[src/rtl/vsd_pkg.sv]
package vsd_pkg;

  // Progress through the three fixed preamble bytes
  typedef enum logic [1:0] {
    M_IDLE = 2'd0,
    M_FF   = 2'd1,
    M_FF00 = 2'd2,
    M_PRE  = 2'd3
  } matchState_t;

  // Strobes handed from control to datapath for the current byte
  typedef struct packed {
    logic statusWord;  // current valid byte is a status byte
    logic pixelByte;   // current valid byte is not part of a code
  } ctrlStrobe_t;

  localparam int CODE_W = 8;
  localparam logic [CODE_W-1:0] PRE_FIRST = 8'hFF;
  localparam logic [CODE_W-1:0] PRE_ZERO  = 8'h00;

endpackage

[src/rtl/vsd_ctrl.sv]
module vsd_ctrl
  import vsd_pkg::*;
(
  input  logic              clk,
  input  logic              rst,
  input  logic              byteValid,
  input  logic [CODE_W-1:0] codeByte,
  output ctrlStrobe_t       strb
);

  matchState_t state, stateNext;
  logic isFirst, isZero, partOfCode;

  assign isFirst = (codeByte == PRE_FIRST);
  assign isZero  = (codeByte == PRE_ZERO);

  always_comb begin
    stateNext = state;
    if (byteValid) begin
      unique case (state)
        M_IDLE:  stateNext = isFirst ? M_FF : M_IDLE;
        M_FF:    stateNext = isZero ? M_FF00 : (isFirst ? M_FF : M_IDLE);
        M_FF00:  stateNext = isZero ? M_PRE  : (isFirst ? M_FF : M_IDLE);
        M_PRE:   stateNext = M_IDLE;  // status byte consumed
        default: stateNext = M_IDLE;
      endcase
    end
  end

  always_ff @(posedge clk) begin
    if (rst) state <= M_IDLE;
    else     state <= stateNext;
  end

  always_comb begin
    partOfCode = (state == M_PRE) || isFirst ||
                 (isZero && (state == M_FF || state == M_FF00));
    strb.statusWord = byteValid && (state == M_PRE);
    strb.pixelByte  = byteValid && !partOfCode;
  end

endmodule

[src/rtl/vsd_datapath.sv]
module vsd_datapath
  import vsd_pkg::*;
#(
  parameter int BYTE_W = 8
) (
  input  logic              clk,
  input  logic              rst,
  input  logic [BYTE_W-1:0] word,
  input  ctrlStrobe_t       strb,
  output logic              savStrobe,
  output logic              eavStrobe,
  output logic              fieldOut,
  output logic              vblankOut,
  output logic              activeVideo,
  output logic              pixelValid,
  output logic [BYTE_W-1:0] pixelData,
  output logic              protErr
);

  localparam int PROT_W  = 4;
  localparam int FLAG_W  = 3;
  localparam int TOP_BIT = CODE_W - 1;
  localparam int F_BIT   = CODE_W - 2;
  localparam int V_BIT   = CODE_W - 3;
  localparam int H_BIT   = CODE_W - 4;
  // Which of {F,V,H} feed each protection bit, index = protection bit
  localparam logic [PROT_W-1:0][FLAG_W-1:0] PROT_MASK =
    {3'b011, 3'b101, 3'b110, 3'b111};

  logic [CODE_W-1:0] hdr;
  logic [FLAG_W-1:0] flags;
  logic [PROT_W-1:0] expProt;
  logic              codeOk;

  assign hdr   = word[BYTE_W-1 -: CODE_W];
  assign flags = {hdr[F_BIT], hdr[V_BIT], hdr[H_BIT]};

  for (genvar i = 0; i < PROT_W; i++) begin : g_prot
    assign expProt[i] = ^(flags & PROT_MASK[i]);
  end

  assign codeOk = hdr[TOP_BIT] && (hdr[PROT_W-1:0] == expProt);

  always_ff @(posedge clk) begin
    if (rst) begin
      savStrobe   <= 1'b0;
      eavStrobe   <= 1'b0;
      fieldOut    <= 1'b0;
      vblankOut   <= 1'b0;
      activeVideo <= 1'b0;
      pixelValid  <= 1'b0;
      pixelData   <= '0;
      protErr     <= 1'b0;
    end else begin
      savStrobe  <= 1'b0;
      eavStrobe  <= 1'b0;
      protErr    <= 1'b0;
      pixelValid <= strb.pixelByte && activeVideo;
      if (strb.pixelByte && activeVideo) pixelData <= word;
      if (strb.statusWord) begin
        if (codeOk) begin
          savStrobe   <= !hdr[H_BIT];
          eavStrobe   <= hdr[H_BIT];
          fieldOut    <= hdr[F_BIT];
          vblankOut   <= hdr[V_BIT];
          activeVideo <= !hdr[H_BIT] && !hdr[V_BIT];
        end else begin
          protErr <= 1'b1;
        end
      end
    end
  end

endmodule

[src/rtl/video_sync_decoder.sv]
module video_sync_decoder
  import vsd_pkg::*;
#(
  parameter int BYTE_W = 8
) (
  input  logic              clk,
  input  logic              rst,
  input  logic              inValid,
  input  logic [BYTE_W-1:0] inByte,
  output logic              savStrobe,
  output logic              eavStrobe,
  output logic              fieldOut,
  output logic              vblankOut,
  output logic              activeVideo,
  output logic              pixelValid,
  output logic [BYTE_W-1:0] pixelData,
  output logic              protErr
);

  ctrlStrobe_t strb;

  vsd_ctrl u_ctrl (
    .clk       (clk),
    .rst       (rst),
    .byteValid (inValid),
    .codeByte  (inByte[BYTE_W-1 -: CODE_W]),
    .strb      (strb)
  );

  vsd_datapath #(.BYTE_W(BYTE_W)) u_dp (
    .clk         (clk),
    .rst         (rst),
    .word        (inByte),
    .strb        (strb),
    .savStrobe   (savStrobe),
    .eavStrobe   (eavStrobe),
    .fieldOut    (fieldOut),
    .vblankOut   (vblankOut),
    .activeVideo (activeVideo),
    .pixelValid  (pixelValid),
    .pixelData   (pixelData),
    .protErr     (protErr)
  );

endmodule

[config.mk]
export PLATFORM = sky130hd
export DESIGN_NAME = video_sync_decoder
export DESIGN_NICKNAME = d
export VERILOG_FILES = /design/src/rtl/vsd_pkg.sv /design/src/rtl/vsd_ctrl.sv /design/src/rtl/vsd_datapath.sv /design/src/rtl/video_sync_decoder.sv
export SDC_FILE = /design/constraint.sdc
export NUM_CORES = 1
export LEC_CHECK = 0
export BUFFER_PORTS_ARGS = -buffer_cell sky130_fd_sc_hd__buf_2
export CAP_MARGIN = 20
export CORE_ASPECT_RATIO = 1.1
export CORE_MARGIN = 2
export CORE_UTILIZATION = 50
export DETAILED_ROUTE_END_ITERATION = 8
export GPL_TIMING_DRIVEN = 1
export PLACE_DENSITY = 0.77
export SETUP_SLACK_MARGIN = 0.05
export SYNTH_ARGS = -nofsm -noshare
export SYNTH_HDL_FRONTEND = slang
export SYNTH_SLANG_ARGS = --single-unit
[constraint.sdc]
create_clock -name clk -period 3.2 [get_ports clk]
set_input_delay 0.64 -clock clk [delete_from_list [all_inputs] [get_ports clk]]
set_output_delay 0.64 -clock clk [all_outputs]
set_load 0.02 [all_outputs]
# Yosys cells after proc, flatten, opt, wreduce, memory -nomap -nowiden
# Index checks and enable logic that the tools add are counted.
[totals] regBits=17 latch_bits=0 ram_bits=0 romBits=0 in_bits=11 output_inout_bits=15 elab_cells=42 memories=0
[op_classes] add_sub_neg=0 n_mul=0 div=0 order_cmp=0 eq_ne=5 shifts=0 mux=5 bitwise_logic=2 n_reduce_logical=21
[ops] operator="$reduce_xor A3 Y1" count=4
[ops] operator="$eq A8 B8 Y1 const B" count=1
[ops] operator="$logic_not A8 Y1" count=1
[ops] operator="$pmux W2 S4" count=1
[ops] operator="$logic_and A1 B1 Y1" count=6
[ops] operator="$eq A2 B2 Y1 const B" count=2
[ops] operator="$eq A4 B4 Y1" count=1
[ops] operator="$mux W2" count=2
[ops] operator="$logic_not A1 Y1" count=3
[ops] operator="$logic_or A1 B1 Y1" count=3
[ops] operator="$reduce_or A3 Y1" count=1
[ops] operator="$eq A2 B1 Y1 const B" count=1
[ops] operator="$logic_not A2 Y1" count=1
[ops] operator="$mux W1" count=2
[ops] operator="$not A1 Y1" count=2
[ops] operator="$reduce_and A2 Y1" count=1
[ops] operator="$reduce_or A2 Y1" count=1

# Depth between registers and ports, before layout
[depth] ltp_word=7 ltp_mapped=6 depth_no_buf=6

# Cells and area by module
# Synthesis repeated with hierarchy kept, for this count alone.
[hier_totals] cells_unflattened=102 area_unflattened_um2=920.9
[by_module_without_submodules] module="vsd_datapath" instances=1 cells_per_inst=72 area_each_um2=686.9 seq_area_each_um2=300.3
[by_module_without_submodules] module="vsd_ctrl" instances=1 cells_per_inst=30 area_each_um2=234.0 seq_area_each_um2=40.0

# Least setup slack after synthesis
# Ideal clock, no wire load.
[synth_timing] kind="in2reg" start="input port inByte[4]" end="register u_dp.activeVideo" setup_time_ns=0.072 t_arrival_ns=1.814 t_required_ns=3.128 slack_ns=1.315 path_stages=6 path_buffers=0 path_cell_list="inv_1 ha_1 xor2_1 a211oi_2 o2111a_2 mux2i_1"
[synth_between] elab_chain_cells=4 word_cells_on_any_way=8 classes_between="1 x eq/ne; 7 x reduce/logical"
[synth_lines] item="start: declaration" line_no="video_sync_decoder.sv:9" rtl="input logic [BYTE_W-1:0] inByte,"
[synth_lines] item="$reduce_xor A3 Y1" line_no="vsd_datapath.sv:39" rtl="assign expProt[i] = ^(flags & PROT_MASK[i]);"
[synth_lines] item="$eq A4 B4 Y1" line_no="vsd_datapath.sv:42" rtl="assign codeOk = hdr[TOP_BIT] && (hdr[PROT_W-1:0] == expProt);"
[synth_lines] item="$logic_and A1 B1 Y1" line_no="vsd_datapath.sv:42"
[synth_lines] item="$reduce_and A2 Y1 (no line)"
[synth_lines] item="end signal: assignment" line_no="vsd_datapath.sv:66" rtl="activeVideo <= !hdr[H_BIT] && !hdr[V_BIT];"
[synth_lines] item="end: declaration" line_no="vsd_datapath.sv:14" rtl="output logic activeVideo,"
# Parallel ways exist; a longest one is shown, timed or not.
# A chain may end at the register's enable or synchronous reset.

# Worst setup path after layout
[layout_timing] start="input port inByte[5]" end="register u_dp.fieldOut"
[layout_between] elab_chain_cells=4 word_cells_on_any_way=6 classes_between="1 x eq/ne; 5 x reduce/logical"
[layout_lines] item="$reduce_xor A3 Y1" line_no="vsd_datapath.sv:39"
[layout_lines] item="$eq A4 B4 Y1 *" line_no="vsd_datapath.sv:42"
[layout_lines] item="$logic_and A1 B1 Y1 *" line_no="vsd_datapath.sv:42"
[layout_lines] item="$reduce_and A2 Y1 (no line) *"
[layout_lines] item="end signal: assignment" line_no="vsd_datapath.sv:64" rtl="fieldOut <= hdr[F_BIT];"
[layout_lines] item="end: declaration" line_no="vsd_datapath.sv:12" rtl="output logic fieldOut,"
# Mark *: on every way between the ends. The rest lies on a longest branch, timed or not.

==> impl_results.md <==
* WHS Path Cells at 2
* Fraction of layout cells with a size suffix above 1 at 30.1%
* Clk_lat worst skew at 300 ps
* WL final at 2020 µm
* Mux cell area share after synthesis at 3.20%
* Post-Layout Inst Area at 0.00108 mm²
* FFs w/ async S/R, synth at 0%
* Worst path required time at 3430 ps
* Crit-path cells: buf_2 -> inv_1 -> ha_1 -> xor2_1 -> and3_1 -> o2111a_2 -> mux2i_1
* Fin crit share at 59.6%
* Synth Register Bits at 17
* Total GRT Usage at 22.0%
* Setup TNS at 0 ps
* # clock sinks at 17
* Commonest cells after routing, fill and taps aside: buf_2, dfxtp_1, nand2_1
* Mapped Nets at 115
* Kind of critical path: in -> reg
* Row cnt at 16
* Die height at 49.4 µm
* H-tree levels at 1
* WL per Instance at 14.4 µm
* Netlist Area Pre-Place at 938 µm²
* Least-Margin Pin Slew at 437 ps
* Total vias in the final route at 843
* Post_cts resized at 0
* Status: completed
* Largest family of logic cells by synthesized area: compound AO/OA/AOI/OAI gates
* Vias per cell at 5.98
* Antenna-violating nets left at 0
* Sequential fraction of the synthesis area at 36.3%
* Post-CTS Hold Buffers at 0
* Post-synthesis adder-cell area fraction at 8.00%
* Antenna violations before repair at 0
* Initial DRC Count at 15
* Hpwl dp at 1550 µm
* Final setup viols at 0
* DRC viols at 0
* Cell leakage power at 0.000459 µW
* Simple-gate share of the synthesized area at 19.9%
* Design Power at 374 µW
* Max FO, Critical Path at 6
* GR Overflow Total at 0
* Pwr/cell area at 346 mW/mm²
* Total CTS buffers at 3
* Synth Area in Compound Gates at 22.0%
* Deepest clock path buffer count at 2
* Predominant post-synthesis flop cell: dfxtp_1
* Die area at 0.00224 mm²
* Fin nets at 141
* Number of flops mapped to enable cells by yosys at 0
* Post-synth cell types at 32
* Post-Synth XOR/XNOR Area at 4.67%
* Vias in the first global route at 835
* Starting Density at 52.7%
* Number of port buffers at 25
* Die Wd at 45.3 µm
* Gpl congestion at 0.808
* DRT Pass-1 Iters at 7
* Worst min path class: reg -> reg
* R2R cell count at 6
* Share of the core filled with cells in the final layout at 60.6%
* Global-route wire length before repair at 3710 µm
* Max Fclk at 0.524 GHz
* Clock Pin Slew Worst Setup and Hold Paths at 100 ps
* Root buf cell: clkbuf_4
* Max_cap viols at 0
* FILL cells at 166
* Slowest CP cell: ha_1
* Critical Path Source Type: input pin
* Worst slew margin at 70.8%
* CTS tree: done
* ANT cells at 0
* Minimum clock period at 1910 ps
* P&R area growth vs syn at 15.1%
* Max Slew Vio Count at 0
* Synth Warn # at 0
* Post-synthesis instance total at 98
* Core area at 0.00178 mm²
* Worst Skew at 2.14 ps
* Top Ports at 26
* Commonest non-fill, non-tap cell in the layout: buf_2
* Final hold vios at 0
* Max incr delay on CP at 320 ps
* RSZ-0062 raised after global routing: no
* Post-synthesis area per instance at 9.58 µm²
* Peak supply drop at 325 µV
* Pin count of the biggest net entering global routing at 13
* Postcts setup bufs at 0
* Crit end category: register
* Placed Area at 0.00105 mm²
* Critical path arrival at 2140 ps
[synth_stat cells, drive strengths merged (2+ instances only)]
cell type  number  share of area (%)
and4            2                1.9
o221a           2                2.4
nand3           7                3.7
nor4b           2                4.1
o2111ai         2                1.9
o21ai           6                3.2
xnor2           3                2.8
and3            2                1.3
a21oi           8                4.3
inv             5                2.0
ha              6                8.0
nor3            4                2.1
buf             3                3.2
a211oi          3                3.5
mux2i           3                3.2
dfxtp          17                 36
nand2          10                4.0
xor2            2                1.9
[final timing paths]
kind | from | end | slack (ps)
max reg2reg | u_ctrl.state[0]$_SDFFE_PP0P_ | u_dp.pixelData[7]$_SDFFE_PP0P_ | 1450
min reg2reg | u_dp.pixelData[0]$_SDFFE_PP0P_ | u_dp.pixelData[0]$_SDFFE_PP0P_ | 480
min | u_dp.pixelData[0]$_SDFFE_PP0P_ | u_dp.pixelData[0]$_SDFFE_PP0P_ | 480
max | inByte[5] | u_dp.fieldOut$_SDFFE_PP0P_ | 1290
[state kept, by name (all words and copies together) (netlist names)]
register	count
u_dp.savStrobe	1
u_ctrl.state	2
u_dp.eavStrobe	1
u_dp.pixelValid	1
u_dp.protErr	1
u_dp.fieldOut	1
u_dp.pixelData	8
u_dp.activeVideo	1
u_dp.vblankOut	1
[power breakdown]
| group | internal, µW | switching (µW) |
|---|---|---|
| sequential | 211 | 0.0235 |
| clock | 46.6 | 72.3 |
| combinational | 15.3 | 28.1 |
[critical path: cells and delay by family]
| kind | cells | cell delay (ps) |
|---|---|---|
| and+or+nand+nor | 1 | 240 |
| muxes | 1 | 200 |
| xor gates and xnor gates | 1 | 220 |
| buffers and inverters | 2 | 250 |
| adders and majority gates | 1 | 320 |
| AOI/OAI and AO/OA | 1 | 270 |
[cell type report]
cell class / count / area, µm² / area share [%]
clock inverter: 1 / 5.00 / 0.463
sequential: 17 / 340 / 31.5
multi-input combinational: 71 / 542 / 50.2
clock buffer: 3 / 22.5 / 2.09
timing repair buffer: 25 / 125 / 11.6
tap: 18 / 22.5 / 2.09
inverter: 6 / 22.5 / 2.09
[cells by family after synthesis]
group	Yosys count
XOR/XNOR	5
AND/OR/NAND/NOR	31
adder cells (fa/ha/maj)	6
AO/OA/AOI/OAI	26
flip-flops	17
buffers and inverters	10
multiplexers	3
[metrics by stage]
stage	instances	hold WS, ps	setup WS (ps)
after global placement	137	441	1080
after CTS	141	481	1300
after global routing	141	518	1180
final	141	478	1290
after floorplan	98	472	1310
after detailed placement	137	465	996
[metal layers]
layer | routed length, µm | GRT usage, %
met5 | 0 | 0
met4 | 6 | 9.31
met3 | 87 | 3.70
met2 | 1040 | 34.0
met1 | 893 | 29.5
Note: power is estimated with default switching activity, not from simulation.
